## src/rtl/pfetch_pkg.sv

```systemverilog
package pfetch_pkg;

  localparam int INSTR_W = 32;

  typedef enum logic [1:0] {
    ST_VOID   = 2'd0,
    ST_ACTIVE = 2'd1,
    ST_HELD   = 2'd2
  } fstate_e;

  // Control-transfer classification from the major opcode and function field.
  function automatic logic is_ctrl(input logic [5:0] op, input logic [5:0] fn);
    logic regular;
    logic reg_jump;
    regular  = (op >= 6'd1) && (op <= 6'd7);
    reg_jump = (op == 6'd0) && ((fn == 6'd8) || (fn == 6'd9));
    return regular || reg_jump;
  endfunction

endpackage

```

## src/rtl/pfetch_slot.sv

```systemverilog
module pfetch_slot #(
  parameter int PC_W    = 10,
  parameter int INSTR_W = 32
) (
  input  logic               clk,
  input  logic               rst_n,
  input  logic               load,
  input  logic               clear,
  input  logic [INSTR_W-1:0] d_instr,
  input  logic [PC_W-1:0]    d_pc,
  output logic               q_valid,
  output logic [INSTR_W-1:0] q_instr,
  output logic [PC_W-1:0]    q_pc
);

  logic valid_n;

  always_comb begin
    valid_n = q_valid;
    if (load)       valid_n = 1'b1;
    else if (clear) valid_n = 1'b0;
  end

  always_ff @(posedge clk or negedge rst_n) begin
    if (!rst_n) q_valid <= 1'b0;
    else        q_valid <= valid_n;
  end

  // Payload registers carry no reset; valid qualifies them.
  always_ff @(posedge clk) begin
    if (load) begin
      q_instr <= d_instr;
      q_pc    <= d_pc;
    end
  end

endmodule

```

## src/rtl/pfetch_pc.sv

```systemverilog
module pfetch_pc #(
  parameter int PC_W = 10
) (
  input  logic            clk,
  input  logic            rst_n,
  input  logic            issue,
  input  logic            redirect,
  input  logic [PC_W-1:0] redirect_pc,
  output logic [PC_W-1:0] ppc,
  output logic            rsp_pending,
  output logic [PC_W-1:0] rsp_pc
);

  logic [PC_W-1:0] ppc_n;

  always_comb begin
    ppc_n = ppc;
    if (redirect)   ppc_n = redirect_pc;
    else if (issue) ppc_n = ppc + PC_W'(1);
  end

  always_ff @(posedge clk or negedge rst_n) begin
    if (!rst_n) begin
      ppc         <= '0;
      rsp_pending <= 1'b0;
    end else begin
      ppc         <= ppc_n;
      rsp_pending <= issue;
    end
  end

  always_ff @(posedge clk) begin
    if (issue) rsp_pc <= ppc;
  end

endmodule

```

## src/rtl/pfetch_unit.sv

```systemverilog
module pfetch_unit #(
  parameter int PC_W = 10
) (
  input  logic            clk,
  input  logic            rst_n,
  output logic            imem_req,
  output logic [PC_W-1:0] imem_addr,
  input  logic [31:0]     imem_rdata,
  output logic            dec_valid,
  output logic [31:0]     dec_instr,
  output logic [PC_W-1:0] dec_pc,
  input  logic            dec_hold,
  input  logic            res_valid,
  input  logic            res_taken,
  input  logic [PC_W-1:0] res_pc,
  output logic [1:0]      fetch_state
);
  import pfetch_pkg::*;

  localparam int IW = pfetch_pkg::INSTR_W;

  logic            held, held_n;
  logic            squash, release_hold, rsp_ok;
  logic            issue;
  logic [PC_W-1:0] ppc, rsp_pc;
  logic            rsp_pending;

  logic            pf_valid, pf_load, pf_clear, pf_valid_n;
  logic [IW-1:0]   pf_instr;
  logic [PC_W-1:0] pf_pc;

  logic            ib_valid, ib_load, ib_clear, ib_free;
  logic [IW-1:0]   ib_instr;
  logic [PC_W-1:0] ib_pc;

  logic            src_valid;
  logic [IW-1:0]   src_instr;
  logic [PC_W-1:0] src_pc;
  fstate_e         st;

  // Resolution handling: only meaningful while held.
  assign release_hold = held && res_valid;
  assign squash       = release_hold && res_taken;
  assign rsp_ok       = rsp_pending && !squash;

  // Source feeding the output buffer: older prefetched word first.
  assign src_valid = pf_valid || rsp_ok;
  assign src_instr = pf_valid ? pf_instr : imem_rdata;
  assign src_pc    = pf_valid ? pf_pc    : rsp_pc;

  assign ib_free  = !ib_valid || !dec_hold;
  assign ib_load  = src_valid && !held && ib_free;
  assign ib_clear = ib_valid && !dec_hold;

  assign pf_load    = rsp_ok && !pf_valid && !ib_load;
  assign pf_clear   = squash || (pf_valid && ib_load);
  assign pf_valid_n = pf_load || (pf_valid && !pf_clear);

  // One word ahead at most: request only when the slot will be free.
  assign issue = !held && !pf_valid_n;

  always_comb begin
    held_n = held;
    if (release_hold)
      held_n = 1'b0;
    else if (ib_load && is_ctrl(src_instr[31:26], src_instr[5:0]))
      held_n = 1'b1;
  end

  always_ff @(posedge clk or negedge rst_n) begin
    if (!rst_n) held <= 1'b0;
    else        held <= held_n;
  end

  pfetch_pc #(.PC_W(PC_W)) u_pc (
    .clk         (clk),
    .rst_n       (rst_n),
    .issue       (issue),
    .redirect    (squash),
    .redirect_pc (res_pc),
    .ppc         (ppc),
    .rsp_pending (rsp_pending),
    .rsp_pc      (rsp_pc)
  );

  pfetch_slot #(.PC_W(PC_W), .INSTR_W(IW)) u_pf (
    .clk     (clk),
    .rst_n   (rst_n),
    .load    (pf_load),
    .clear   (pf_clear),
    .d_instr (imem_rdata),
    .d_pc    (rsp_pc),
    .q_valid (pf_valid),
    .q_instr (pf_instr),
    .q_pc    (pf_pc)
  );

  pfetch_slot #(.PC_W(PC_W), .INSTR_W(IW)) u_ib (
    .clk     (clk),
    .rst_n   (rst_n),
    .load    (ib_load),
    .clear   (ib_clear),
    .d_instr (src_instr),
    .d_pc    (src_pc),
    .q_valid (ib_valid),
    .q_instr (ib_instr),
    .q_pc    (ib_pc)
  );

  always_comb begin
    if (held)          st = ST_HELD;
    else if (ib_valid) st = ST_ACTIVE;
    else               st = ST_VOID;
  end

  assign imem_req    = issue;
  assign imem_addr   = ppc;
  assign dec_valid   = ib_valid;
  assign dec_instr   = ib_instr;
  assign dec_pc      = ib_pc;
  assign fetch_state = st;

endmodule

```

## config.mk

```make
export PLATFORM = sky130hd
export DESIGN_NAME = pfetch_unit
export DESIGN_NICKNAME = d
export VERILOG_FILES = /design/src/rtl/pfetch_pkg.sv /design/src/rtl/pfetch_slot.sv /design/src/rtl/pfetch_pc.sv /design/src/rtl/pfetch_unit.sv
export SDC_FILE = /design/constraint.sdc
export NUM_CORES = 1
export LEC_CHECK = 0
export BUFFER_PORTS_ARGS = -buffer_cell sky130_fd_sc_hd__buf_2
export CAP_MARGIN = 20
export CORE_ASPECT_RATIO = 2
export CORE_UTILIZATION = 57
export CTS_CLUSTER_DIAMETER = 200
export DETAILED_ROUTE_END_ITERATION = 16
export GPL_ROUTABILITY_DRIVEN = 0
export HOLD_SLACK_MARGIN = 0.05
export PLACE_DENSITY = 0.89
export SYNTH_ARGS = -nofsm -noshare
export SYNTH_HDL_FRONTEND = slang
export SYNTH_SLANG_ARGS = --single-unit
```

## constraint.sdc

```tcl
create_clock -name clk -period 24.3 [get_ports clk]
set_input_delay 1.215 -clock clk [delete_from_list [all_inputs] [get_ports clk]]
set_output_delay 1.215 -clock clk [all_outputs]
set_load 0.005 [all_outputs]
```

# After elaboration in Yosys (flattened, before gate mapping)
# Cells that the tools add are included.
dict set report word_totals {
  latchBits 0
  ram_bits 0
  word_cells 60
  out_inout_bits 56
  inputBits 47
  memories 0
  regBits 108
  romBits 0
}
dict set report classes {
  mul 0
  n_addsub 1
  n_shift 0
  div 0
  eq_ne 2
  n_lt_le_gt_ge 2
  mux 12
  bitwise 0
  n_reduce_logical 33
}
# operator n
set ops {}
lappend ops {{2-to-1 mux 32 bit} 1}
lappend ops {{2-to-1 mux 10 bit} 3}
lappend ops {{logical AND 1 bit} 14}
lappend ops {{== test 6 x 4 -> 1 bit, second input constant} 2}
lappend ops {{adder 10 x 1 -> 10 bit, second input constant} 1}
lappend ops {{zero test 1 bit} 8}
lappend ops {{nonzero test 2 bit} 4}
lappend ops {{2-to-1 mux 1 bit} 7}
lappend ops {{>= comparator 6 x 1 -> 1 bit, second input constant} 1}
lappend ops {{less-or-equal comparator 6 x 3 -> 1 bit, second input constant} 1}
lappend ops {{zero test 6 bit} 1}
lappend ops {{logical OR 1 bit} 6}
lappend ops {{2-to-1 mux 2 bit} 1}

# Depth between registers and ports, before layout
# Gate-level depths: netlist (run 1).
dict set report logic_depth {
  word_depth 16
  depth_mapped 6
  ltp_nobuf 5
}

# Hierarchy
# Synthesis (run 1) repeated with hierarchy kept, for this count alone.
dict set report hier_totals {
  hier_cells 234
  hier_area_um2 4192.8
}
# module n_inst cells_each area_per_inst_um2 seq_area_each_um2
set modules_own_cells {}
lappend modules_own_cells {pfetch_slot 2 45 1297.5 1286.2}
lappend modules_own_cells {pfetch_pc 1 72 892.1 575.6}
lappend modules_own_cells {pfetch_unit 1 72 705.7 25.0}

# Worst setup path after synthesis (run 1)
# Ideal clock, no wire load.
dict set report synth_timing {
  path_kind {input -> register}
  start {in dec_hold}
  end {reg u_pf.q_instr[0], enable pin}
  path_stages 2
  t_arrival_ns 7.416
  n_path_buf 0
  setup_time_ns 0.922
  t_required_ns 23.378
  path_slack_ns 15.962
  path_cell_list {a211oi_1 nor4b_1}
}
dict set report synth_via {
  elab_chain_cells 5
}
# element line_no
set synth_rtl {}
lappend synth_rtl {{from (decl)} pfetch_unit.sv:12} ;# input logic dec_hold,
lappend synth_rtl {{zero test 1 bit} pfetch_unit.sv:51} ;# assign ib_free = !ib_valid || !dec_hold;
lappend synth_rtl {{logical OR 1 bit} pfetch_unit.sv:51}
lappend synth_rtl {{logical AND 1 bit} pfetch_unit.sv:52} ;# assign ib_load = src_valid && !held && ib_free;
lappend synth_rtl {{zero test 1 bit} pfetch_unit.sv:55} ;# assign pf_load = rsp_ok && !pf_valid && !ib_load;
lappend synth_rtl {{logical AND 1 bit} pfetch_unit.sv:55}
lappend synth_rtl {{net pf_load} pfetch_unit.sv:28} ;# logic pf_valid, pf_load, pf_clear, pf_valid_n;
lappend synth_rtl {{to (signal assigned)} pfetch_slot.sv:32} ;# q_instr <= d_instr;
lappend synth_rtl {{to (decl)} pfetch_slot.sv:12} ;# output logic [INSTR_W-1:0] q_instr,
# The timed path passes the listed nets, and every way through them passes these cells.
# A chain may end at the register's enable or synchronous reset.

# Worst setup path in the final report (run 1)
dict set report layout_timing {
  start {reg u_pf.q_valid}
  end {out imem_req}
}
dict set report layout_via {
  elab_chain_cells 10
  word_cells_on_any_way 14
  cone_classes {reduce/logical: 14}
}
# element line_no
set layout_rtl {}
lappend layout_rtl {{from (decl)} pfetch_slot.sv:11} ;# output logic q_valid,
lappend layout_rtl {{from (signal assigned)} pfetch_slot.sv:26} ;# else q_valid <= valid_n;
lappend layout_rtl {{logical OR 1 bit} pfetch_unit.sv:47} ;# assign src_valid = pf_valid || rsp_ok;
lappend layout_rtl {{logical AND 1 bit (2 in a row)} pfetch_unit.sv:52}
lappend layout_rtl {{logical AND 1 bit} pfetch_unit.sv:56} ;# assign pf_clear = squash || (pf_valid && ib_load);
lappend layout_rtl {{logical OR 1 bit} pfetch_unit.sv:56}
lappend layout_rtl {{zero test 1 bit} pfetch_unit.sv:57} ;# assign pf_valid_n = pf_load || (pf_valid && !pf_clear);
lappend layout_rtl {{logical AND 1 bit} pfetch_unit.sv:57}
lappend layout_rtl {{logical OR 1 bit (*)} pfetch_unit.sv:57}
lappend layout_rtl {{zero test 1 bit (*)} pfetch_unit.sv:60} ;# assign issue = !held && !pf_valid_n;
lappend layout_rtl {{logical AND 1 bit (*)} pfetch_unit.sv:60}
lappend layout_rtl {{to (decl)} pfetch_unit.sv:6} ;# output logic imem_req,
# Mark *: on every way between the ends. The rest lies on a longest branch, timed or not.

==> results of run 1 <==
==> cells by family after synthesis <==
logic type / count (synthesis) / share of synthesized area (%)
AO/OA/AOI/OAI: 17 / 2.40
multiplexers: 43 / 11.7
buffers and inverters: 11 / 1.62
flip-flops: 108 / 76.1
AND/OR/NAND/NOR: 40 / 6.03
XOR/XNOR: 9 / 1.89
adder cells (fa/ha/maj): 1 / 0.300
==> flip-flops by register name, indices dropped and copies added, names as in the netlist <==
| name | cells |
|---|---|
| u_ib.q_instr | 32 |
| u_pf.q_instr | 32 |
| u_ib.q_pc | 10 |
| u_pc.ppc | 10 |
| u_pc.rsp_pc | 10 |
| u_pf.q_pc | 10 |
| held | 1 |
| u_ib.q_valid | 1 |
| u_pc.rsp_pending | 1 |
| u_pf.q_valid | 1 |
==> final cells by class <==
cell class                 count  area [um^2]
clock buffer                  13          240
clock inverter                 3         65.1
fill                         462         1920
inverter                       1         3.75
multi-input combinational    110          948
sequential                   108         3170
tap                           90          113
timing repair buffer         105          533
==> routing by layer <==
layer | wire length, um | part of all wire [%] | vias up
li1 | - | - | 1088
met1 | 2730 | 38 | 1113
met3 | 310 | 4.3 | 14
met5 | 0 | 0 | -
met2 | 4020 | 55 | 72
met4 | 195 | 2.7 | 0
==> cells in the final DEF, fill, tap and decap left out, types with 2 or more instances in the layout <==
cell type / n
a21oi_1: 4
buf_2: 102
buf_4: 3
bufinv_16: 2
clkbuf_1: 4
clkbuf_16: 9
dfrtp_1: 13
edfxtp_1: 94
mux2_2: 41
nand2_1: 11
nand3_1: 3
nand4_1: 2
nor2_1: 7
nor3_1: 5
nor3b_1: 2
nor4_4: 2
o21ai_0: 7
xnor2_1: 9
==> power breakdown <==
group          switching [mW]  leakage, nW  internal [mW]  total, mW
Sequential             0.0511         1.05          0.318      0.369
Combinational          0.0940        0.710         0.0933      0.187
Clock                  0.0582        0.148         0.0902      0.148
==> final timing paths <==
kind	to	slack [ns]	depth (start not counted)
setup / recovery	imem_req	20.61	4
hold / removal	u_pf.q_pc[1]	0.45	0
setup reg to reg	u_ib.q_instr[21]	21.78	3
hold reg to reg	u_pf.q_pc[1]	0.45	0
max in group asynchronous	u_pf.q_valid	23.27	1
min in group asynchronous	u_pc.ppc[4]	0.76	1
==> worst max-delay path: cells and delay by family (launching register included) <==
family / cells / cell delay (ns)
AOI/OAI and AO/OA: 1 / 0.54
DFF: 1 / 1.06
buffers and inverters: 2 / 0.37
and+or+nand+nor: 1 / 0.18
==> parameters.txt, run 1 <==
Parameter                              Value

Run status
  Status ... complete, no violations

Setup path
  Path type of the worst setup path ... flop to output port
  Element type at the critical path end ... output port
  Critical path launch point ... u_pf.q_valid
  Reg-to-Reg Start ... u_pf.q_valid
  Critical-path maximum fanout ... 49
  CP Data Arrival Time ... 2.48 ns
  Req. time, crit path ... 23.08 ns
  Slowest cell on the critical path ... dfrtp_2
  Cell breakdown of the critical path ... o211a_1 > nor2_1 > buf_4 > buf_2
  Kind of start point of the critical path ... flop
  CP max stage delay ... 1.06 ns

Synthesis
  Unique masters post-synth ... 34
  Share of flip-flops with an asynchronous set or reset after synthesis ... 13.0%
  Dominant cells by area after synthesis ... edfxtp_1 (68%), mux2_2 (11%), dfrtp_1 (8.4%)
  Netlist Area Pre-Place ... 4170 um^2
  Cell taking the most area after synthesis ... edfxtp_1
  Top_reg_cell synth ... edfxtp_1
  Area share of the largest cell type after synthesis ... 67.7%
  Synthesized flop and latch total ... 108
  Synthesized area divided by synthesized cell count ... 18.2 um^2
  Net count of the mapped netlist ... 277
  Number of flops mapped to enable cells by yosys ... 94
  Number of warnings issued by yosys ... 0
  Top cells by instance count after synthesis ... edfxtp_1 (94), mux2_2 (41), dfrtp_1 (14)
  Number of instances in the synthesized netlist ... 229
  Proportion of synthesized chip area in sequential cells ... 76.1%
  Cell with the most instances after synthesis ... edfxtp_1

Timing
  Setup repair after global routing missed its margin ... false
  Final slew viol count ... 0
  Worst-Margin Slew ... 1.04 ns
  Worst hold slack after final layout ... 0.447 ns
  Hold Violations, Final ... 0
  Final clock skew ... 0.00631 ns
  Fmax ... 0.271 GHz
  Final clock period utilization by the worst path ... 15.2%
  Max_slew headroom ... 30.6%
  Final worst slack ... 20.61 ns
  Min cycle time layout ... 3.69 ns
  TNS Setup ... 0 ns
  Setup-failing EPs final ... 0

Detailed routing
  Detailed router's first-iteration violation count ... 118
  WL/cell ... 16.9 um
  Remaining antenna violation count after routing ... 0
  Number of iterations in the first detailed-routing pass ... 6
  Mean number of vias per cell ... 5.32
  Total detailed-routing wirelength ... 7.26 mm
  DRC violation count after routing ... 0
  Total via count after detailed routing ... 2,287

Clock network
  # Post-CTS Setup Buffers ... 0
  Latest clock arrival within the worst-skew pair ... 0.34 ns
  Maximum level of the CTS H-tree ... 3
  Bufs on Longest Clock Path ... 2
  Post-CTS clock slew at the launch and capture registers of the worst setup and hold paths ... 0.06 ns
  Sinks on the clock net ... 108
  TritonCTS buffer count ... 9
  Hold-fix buffers, CTS ... 0
  Cell at the root of the clock tree ... clkbuf_16
  Clock tree from TritonCTS ... yes
  Cells resized by post-CTS repair ... 0

Placement
  Post-DP Area ... 4760 um^2
  Final HPWL DP ... 4.83 mm
  Port buffer count ... 102
  Post-placement setup slack ... 20.28 ns
  Post-placement cell count ... 413

Power and ir drop
  Final total power ... 0.705 mW
  P_leak ... 1.91 nW
  Maximum ir drop on the vdd rail ... 0.126 mV
  Pwr per Cell Area ... 139 nW/um^2

Final layout
  Layout cells sized above 1 ... 48.5%
  Finished Layout Cells ... 430
  Number of antenna repair diodes ... 0
  Nets@finish ... 383
  Total non-filler cell area in the finished layout ... 5080 um^2
  Core occupancy in the finished layout ... 72.6%
  P&R area growth vs syn ... 21.8%

Global routing
  GR met1 Demand/Resource ... 22.2%
  GRT Util Overall ... 20.6%
  Number of antenna violations at the first check in global routing ... 0
  GR Layer Usage met3 ... 5.72%
  Wire length of the first global-routing pass ... 11.4 mm
  Vias in the first global route ... 2,313
  Grt ovf ... 0
  Largest net degree at the start of global routing ... 50
  Busiest metal layer after global routing ... met2
  Met2 track demand over resource in global routing ... 35.7%

Die
  CORE AREA ... 6990 um^2
  Die Area ... 7680 um^2
  Number of core rows ... 43
  Horizontal extent of the die ... 62.5 um
  Starting utilization of the core area ... 59.6%
  Die extent in y ... 123 um
  Top-level I/O count ... 103

Min path
  Worst Min Path Start ... u_pc.rsp_pc[1]
  Worst hold-check path type ... flop to flop

Flow run
  MaxCap Viol Count ... 0
No activity file was read; power rests on OpenSTA's default activity.
==> inputs of run 2 (changes only) <==
--- a/config.mk
+++ b/config.mk
@@ -8,12 +8,12 @@
 export BUFFER_PORTS_ARGS = -buffer_cell sky130_fd_sc_hd__buf_2
 export CAP_MARGIN = 20
 export CORE_ASPECT_RATIO = 2
-export CORE_UTILIZATION = 57
+export CORE_UTILIZATION = 53
 export CTS_CLUSTER_DIAMETER = 200
 export DETAILED_ROUTE_END_ITERATION = 16
 export GPL_ROUTABILITY_DRIVEN = 0
 export HOLD_SLACK_MARGIN = 0.05
-export PLACE_DENSITY = 0.89
+export PLACE_DENSITY = 0.83
 export SYNTH_ARGS = -nofsm -noshare
 export SYNTH_HDL_FRONTEND = slang
 export SYNTH_SLANG_ARGS = --single-unit
==> constraint.sdc (replaced) <==
create_clock -name clk -period 3.4 [get_ports clk]
set_input_delay 0.17 -clock clk [delete_from_list [all_inputs] [get_ports clk]]
set_output_delay 0.17 -clock clk [all_outputs]
set_load 0.005 [all_outputs]
==> run 2 against run 1 <==
  * Critical path depth unchanged
  * First-iteration DRC count rose by 44%
  * Largest cell class unchanged
  * Flip-flop and latch count did not move
  * Worst setup slack got worse by 19 ns
  * Final cell count up 9.8%
  * Combinational power rose to 7.8 times the previous value
  * Non-clock buffer count grew 39
  * Largest power group unchanged
  * Wire length increased by 10%
  * Worst hold slack lost 0.37 ns
  * Power rose to 7.3 times the previous value
  * Via count up 8.5%
==> parameters.txt, run 2 (synthesis results as in run 1) <==
Parameter                              Value

Timing
  Setup repair after global routing missed its margin ... false
  Min cycle time layout ... 2.21 ns
  Worst hold slack after final layout ... 0.0810 ns
  TNS Setup ... 0 ns
  Final clock skew ... 0.00416 ns
  Final slew viol count ... 0
  Setup-failing EPs final ... 0
  Max_slew headroom ... 62.5%
  Hold Violations, Final ... 0
  Final clock period utilization by the worst path ... 65.1%
  Fmax ... 0.452 GHz
  Final worst slack ... 1.19 ns
  Worst-Margin Slew ... 0.562 ns

Setup path
  Reg-to-Reg Start ... u_pf.q_valid
  CP Data Arrival Time ... 2.04 ns
  End of the critical path ... imem_req
  Reg-to-reg critical path endpoint ... held
  Kind of start point of the critical path ... flop
  Req. time, crit path ... 3.23 ns
  Element type at the critical path end ... output port
  Register-to-register setup slack ... 1.29 ns
  Critical-path maximum fanout ... 23
  Critical path launch point ... u_pf.q_valid
  Path type of the worst setup path ... flop to output port
  Depth of the most critical reg-to-reg path ... 5

Final layout
  Nets@finish ... 422
  Layout cells sized above 1 ... 44.4%
  Number of antenna repair diodes ... 0
  Most used cells in the layout excluding fill and tap cells ... buf_2 (102), edfxtp_1 (94), mux2_2 (41)
  Largest registers ... u_ib.q_instr: 32 flops, u_pf.q_instr: 32 flops
  Count of filler cells inserted in the layout ... 499
  P&R area growth vs syn ... 31.4%
  Total non-filler cell area in the finished layout ... 5480 um^2
  Commonest non-fill, non-tap cell in the layout ... buf_2

Detailed routing
  Mean number of vias per cell ... 5.26
  Total detailed-routing wirelength ... 8.02 mm
  Remaining antenna violation count after routing ... 0
  DRC violation count after routing ... 0
  WL/cell ... 17.0 um
  Total via count after detailed routing ... 2,482
  Number of iterations in the first detailed-routing pass ... 4
  Detailed router's first-iteration violation count ... 170

Die
  Top-level I/O count ... 103
  Horizontal extent of the die ... 64.7 um
  Die extent in y ... 127 um
  CORE AREA ... 7600 um^2
  Starting utilization of the core area ... 54.9%
  Die Area ... 8250 um^2
  Number of core rows ... 45

Power and ir drop
  Pwr per Cell Area ... 937 nW/um^2
  Maximum ir drop on the vdd rail ... 0.512 mV
  Final total power ... 5.13 mW
  P_leak ... 2.08 nW

Global routing
  Largest net degree at the start of global routing ... 45
  GRT Util Overall ... 20.8%
  Number of antenna violations at the first check in global routing ... 0
  Vias in the first global route ... 2,483
  Wire length of the first global-routing pass ... 12.3 mm
  Grt ovf ... 0

Clock network
  TritonCTS buffer count ... 9
  Sinks on the clock net ... 108
  # Post-CTS Setup Buffers ... 0
  Maximum level of the CTS H-tree ... 3
  Bufs on Longest Clock Path ... 2
  Latest clock arrival within the worst-skew pair ... 0.34 ns
  Clock tree from TritonCTS ... yes
  Cell at the root of the clock tree ... clkbuf_16
  Post-CTS clock slew at the launch and capture registers of the worst setup and hold paths ... 0.06 ns

Min path
  Worst hold-check path type ... input pin to flop
  Min-Delay Path Depth ... 3

Placement
  Port buffer count ... 102
  Post-DP Area ... 4790 um^2
  Final HPWL DP ... 5.15 mm
  Post-placement setup slack ... 1.33 ns

Run status
  Status ... complete, no violations

Flow run
  MaxCap Viol Count ... 0
## run 2: changes by cell type in the layout (fill, tap and decap cells not counted)
cell	change
dlygate4sd3_1	+38
clkbuf_1	-3
buf_4	+1
clkinv_1	+1
clkinv_4	+1
nor2_1	-1
nor2_4	+1
## run 2: cell type report
class                      instances  area [um^2]  area share, %
sequential                       108         3170           57.9
multi-input combinational        110          956           17.4
timing repair buffer             144          921           16.8
clock buffer                      10          229           4.18
tap                               94          118           2.15
clock inverter                     5         77.6           1.42
inverter                           1         3.75         0.0685
## run 2: layer usage
layer  vias to the layer above  wire, um  GRT usage (%)
li1                       1171         -              -
met3                        24       278           4.46
met5                         -         0              0
met1                      1196      3120           23.6
met4                         0       336           13.7
met2                        91      4280           34.6
## run 2: timing repair
item | 4_1_cts | 5_1_grt
endpoints found under the hold margin | 51 | 0
hold buffers | 38 | 0
gates resized for setup | 0 | 0
## run 2: worst min-delay path by stage
stage          startpoint           to  slack [ns]
3_5_place_dp        rst_n  u_pc.ppc[0]        0.08
5_1_grt         res_valid         held        0.07
2_1_floorplan       rst_n         held       -0.13
6_report        res_pc[7]  u_pc.ppc[7]        0.08
3_3_place_gp        rst_n  u_pc.ppc[1]        0.08
4_1_cts         res_pc[5]  u_pc.ppc[5]        0.08
## run 2: through the flow
step	utilization, %	cells
floorplan	-	229
global placement	63.0	419
detailed placement	63.0	419
CTS	72.1	472
global route	72.1	472
finish	72.1	472
## run 2: power breakdown
part | internal [mW] | switching (mW) | total [mW]
clock network | 0.639 | 0.429 | 1.07
logic | 0.702 | 0.756 | 1.46
registers | 2.27 | 0.334 | 2.61
## run 2: critical path, stage by stage (launching register included)
cell	delay [ns]
dfrtp_2	0.71
o211a_1	0.51
nor2_1	0.13
buf_4	0.22
buf_2	0.14
==> inputs of run 3 (changes only) <==
--- a/config.mk
+++ b/config.mk
@@ -8,12 +8,12 @@
 export BUFFER_PORTS_ARGS = -buffer_cell sky130_fd_sc_hd__buf_2
 export CAP_MARGIN = 20
 export CORE_ASPECT_RATIO = 2
-export CORE_UTILIZATION = 53
+export CORE_UTILIZATION = 47
 export CTS_CLUSTER_DIAMETER = 200
 export DETAILED_ROUTE_END_ITERATION = 16
 export GPL_ROUTABILITY_DRIVEN = 0
 export HOLD_SLACK_MARGIN = 0.05
-export PLACE_DENSITY = 0.83
+export PLACE_DENSITY = 0.79
 export SYNTH_ARGS = -nofsm -noshare
 export SYNTH_HDL_FRONTEND = slang
 export SYNTH_SLANG_ARGS = --single-unit
==> constraint.sdc (replaced) <==
create_clock -name clk -period 1.9 [get_ports clk]
set_input_delay 0.095 -clock clk [delete_from_list [all_inputs] [get_ports clk]]
set_output_delay 0.095 -clock clk [all_outputs]
set_load 0.005 [all_outputs]
==> run 3 against run 2 <==
  * Utilization is 7.3 points lower
  * Non-clock buffer count increased by 9
  * Count of clock-buffer cells in the layout fell by 1
  * Worst setup slack got worse by 1.1 ns
  * Global-route usage decreased by 1.6 points
  * Critical endpoint unchanged
  * Highest routed layer unchanged
  * Via count rose by 0.85%
==> parameters.txt, run 3 (synthesis results as in run 1) <==
Parameter                              Value

Final layout
  Largest registers ... u_ib.q_instr: 32 flops, u_pf.q_instr: 32 flops
  Nets@finish ... 431
  P&R area growth vs syn ... 33.5%
  Most used cells in the layout excluding fill and tap cells ... buf_2 (102), edfxtp_1 (94), dlygate4sd3_1 (44)
  Commonest non-fill, non-tap cell in the layout ... buf_2
  Layout cells sized above 1 ... 44.3%
  Number of antenna repair diodes ... 0

Timing
  Final slew viol count ... 0
  Worst-Margin Slew ... 0.566 ns
  Hold Violations, Final ... 0
  Final clock skew ... 0.0101 ns
  Min cycle time layout ... 1.81 ns
  Max_slew headroom ... 62.3%
  Final worst slack ... 0.0853 ns
  TNS Setup ... 0 ns
  Setup repair after global routing missed its margin ... false
  Final clock period utilization by the worst path ... 95.5%
  Worst hold slack after final layout ... 0.0827 ns
  Fmax ... 0.551 GHz
  Setup-failing EPs final ... 0

Setup path
  Req. time, crit path ... 1.80 ns
  Depth of the most critical reg-to-reg path ... 5
  Kind of start point of the critical path ... flop
  Critical-path maximum fanout ... 14
  Path type of the worst setup path ... flop to output port
  Element type at the critical path end ... output port
  CP Data Arrival Time ... 1.72 ns

Clock network
  # Post-CTS Setup Buffers ... 0
  TritonCTS buffer count ... 9
  Cell at the root of the clock tree ... clkbuf_16
  Latest clock arrival within the worst-skew pair ... 0.34 ns
  Clock tree from TritonCTS ... yes
  Bufs on Longest Clock Path ... 2
  Post-CTS clock slew at the launch and capture registers of the worst setup and hold paths ... 0.07 ns
  Maximum level of the CTS H-tree ... 3
  Sinks on the clock net ... 108

Die
  Starting utilization of the core area ... 48.6%
  Top-level I/O count ... 103
  CORE AREA ... 8590 um^2
  Horizontal extent of the die ... 68.6 um
  Die Area ... 9280 um^2
  Number of core rows ... 48
  Die extent in y ... 135 um

Placement
  Post-placement setup slack ... 0.173 ns
  Final HPWL DP ... 5.30 mm
  Port buffer count ... 102

Power and ir drop
  Maximum ir drop on the vdd rail ... 1.12 mV
  Final total power ... 9.17 mW
  P_leak ... 2.10 nW
  Pwr per Cell Area ... 1650 nW/um^2

Global routing
  Busiest metal layer after global routing ... met2
  Largest net degree at the start of global routing ... 45
  Grt ovf ... 0
  GR met1 Demand/Resource ... 21.7%
  Met2 track demand over resource in global routing ... 33.1%
  Number of antenna violations at the first check in global routing ... 0
  GRT Util Overall ... 19.3%
  Wire length of the first global-routing pass ... 12.4 mm
  Vias in the first global route ... 2,492
  GR Layer Usage met3 ... 4.55%

Flow run
  MaxCap Viol Count ... 0

Min path
  Min-Delay Path Depth ... 3
  Worst hold-check path type ... input pin to flop

Detailed routing
  Remaining antenna violation count after routing ... 0
  Detailed router's first-iteration violation count ... 209
  DRC violation count after routing ... 0
  Number of iterations in the first detailed-routing pass ... 4
  Total detailed-routing wirelength ... 8.17 mm
  WL/cell ... 16.7 um
  Total via count after detailed routing ... 2,503
  Mean number of vias per cell ... 5.13

Run status
  Status ... complete, no violations
==> run 3: critical path, stage by stage (launching register included) <==
cell and delay [ns]:
dfrtp_2 0.49, o211a_2 0.39, nor2_1 0.12, buf_4 0.22
buf_2 0.15
==> run 3: report_power, final <==
group	leakage [nW]	total, mW	internal, mW	switching [mW]
Combinational	0.913	2.75	1.32	1.43
Sequential	1.05	4.59	4.07	0.526
Clock	0.139	1.82	1.02	0.805
==> run 3: cell type report <==
type                    count  area, um^2
inverters                   1        3.75
fillers                   627        3020
repair buffers            153        1020
well taps                 100         125
clock inverters             7        66.3
clock buffers               9         225
flip-flops and latches    108        3170
multi-input cells         110         956
==> run 3: per-stage QoR <==
step,std cells,util (%),instance area (um^2)
after floorplan,229,-,4190
after global placement,428,56.3,4830
after detailed placement,428,56.3,4830
after CTS,488,64.8,5570
after global routing,488,64.8,5570
final,488,64.8,5570
==> run 3: worst paths after layout <==
path                            slack (ns)            to      startpoint
worst max-delay path                  0.09      imem_req    u_pf.q_valid
worst min-delay path                  0.08  u_ib.q_valid        dec_hold
worst max register to register        0.17          held    u_pf.q_valid
worst min register to register        0.45  u_pf.q_pc[1]  u_pc.rsp_pc[1]
max in group asynchronous             1.44  u_pf.q_valid           rst_n
min in group asynchronous             0.18   u_pc.ppc[3]           rst_n
==> run 3: repair_timing <==
item	CTS	global route
endpoints found under the hold margin	57	0
endpoints found under the setup margin	0	1
hold buffers	44	0
gates resized for setup	0	1
==> run 3: metal layers <==
layer	share of wire, %	vias up
li1	-	1186
met1	39	1216
met2	54	88
met3	4.1	13
met4	2.5	0
met5	0	-
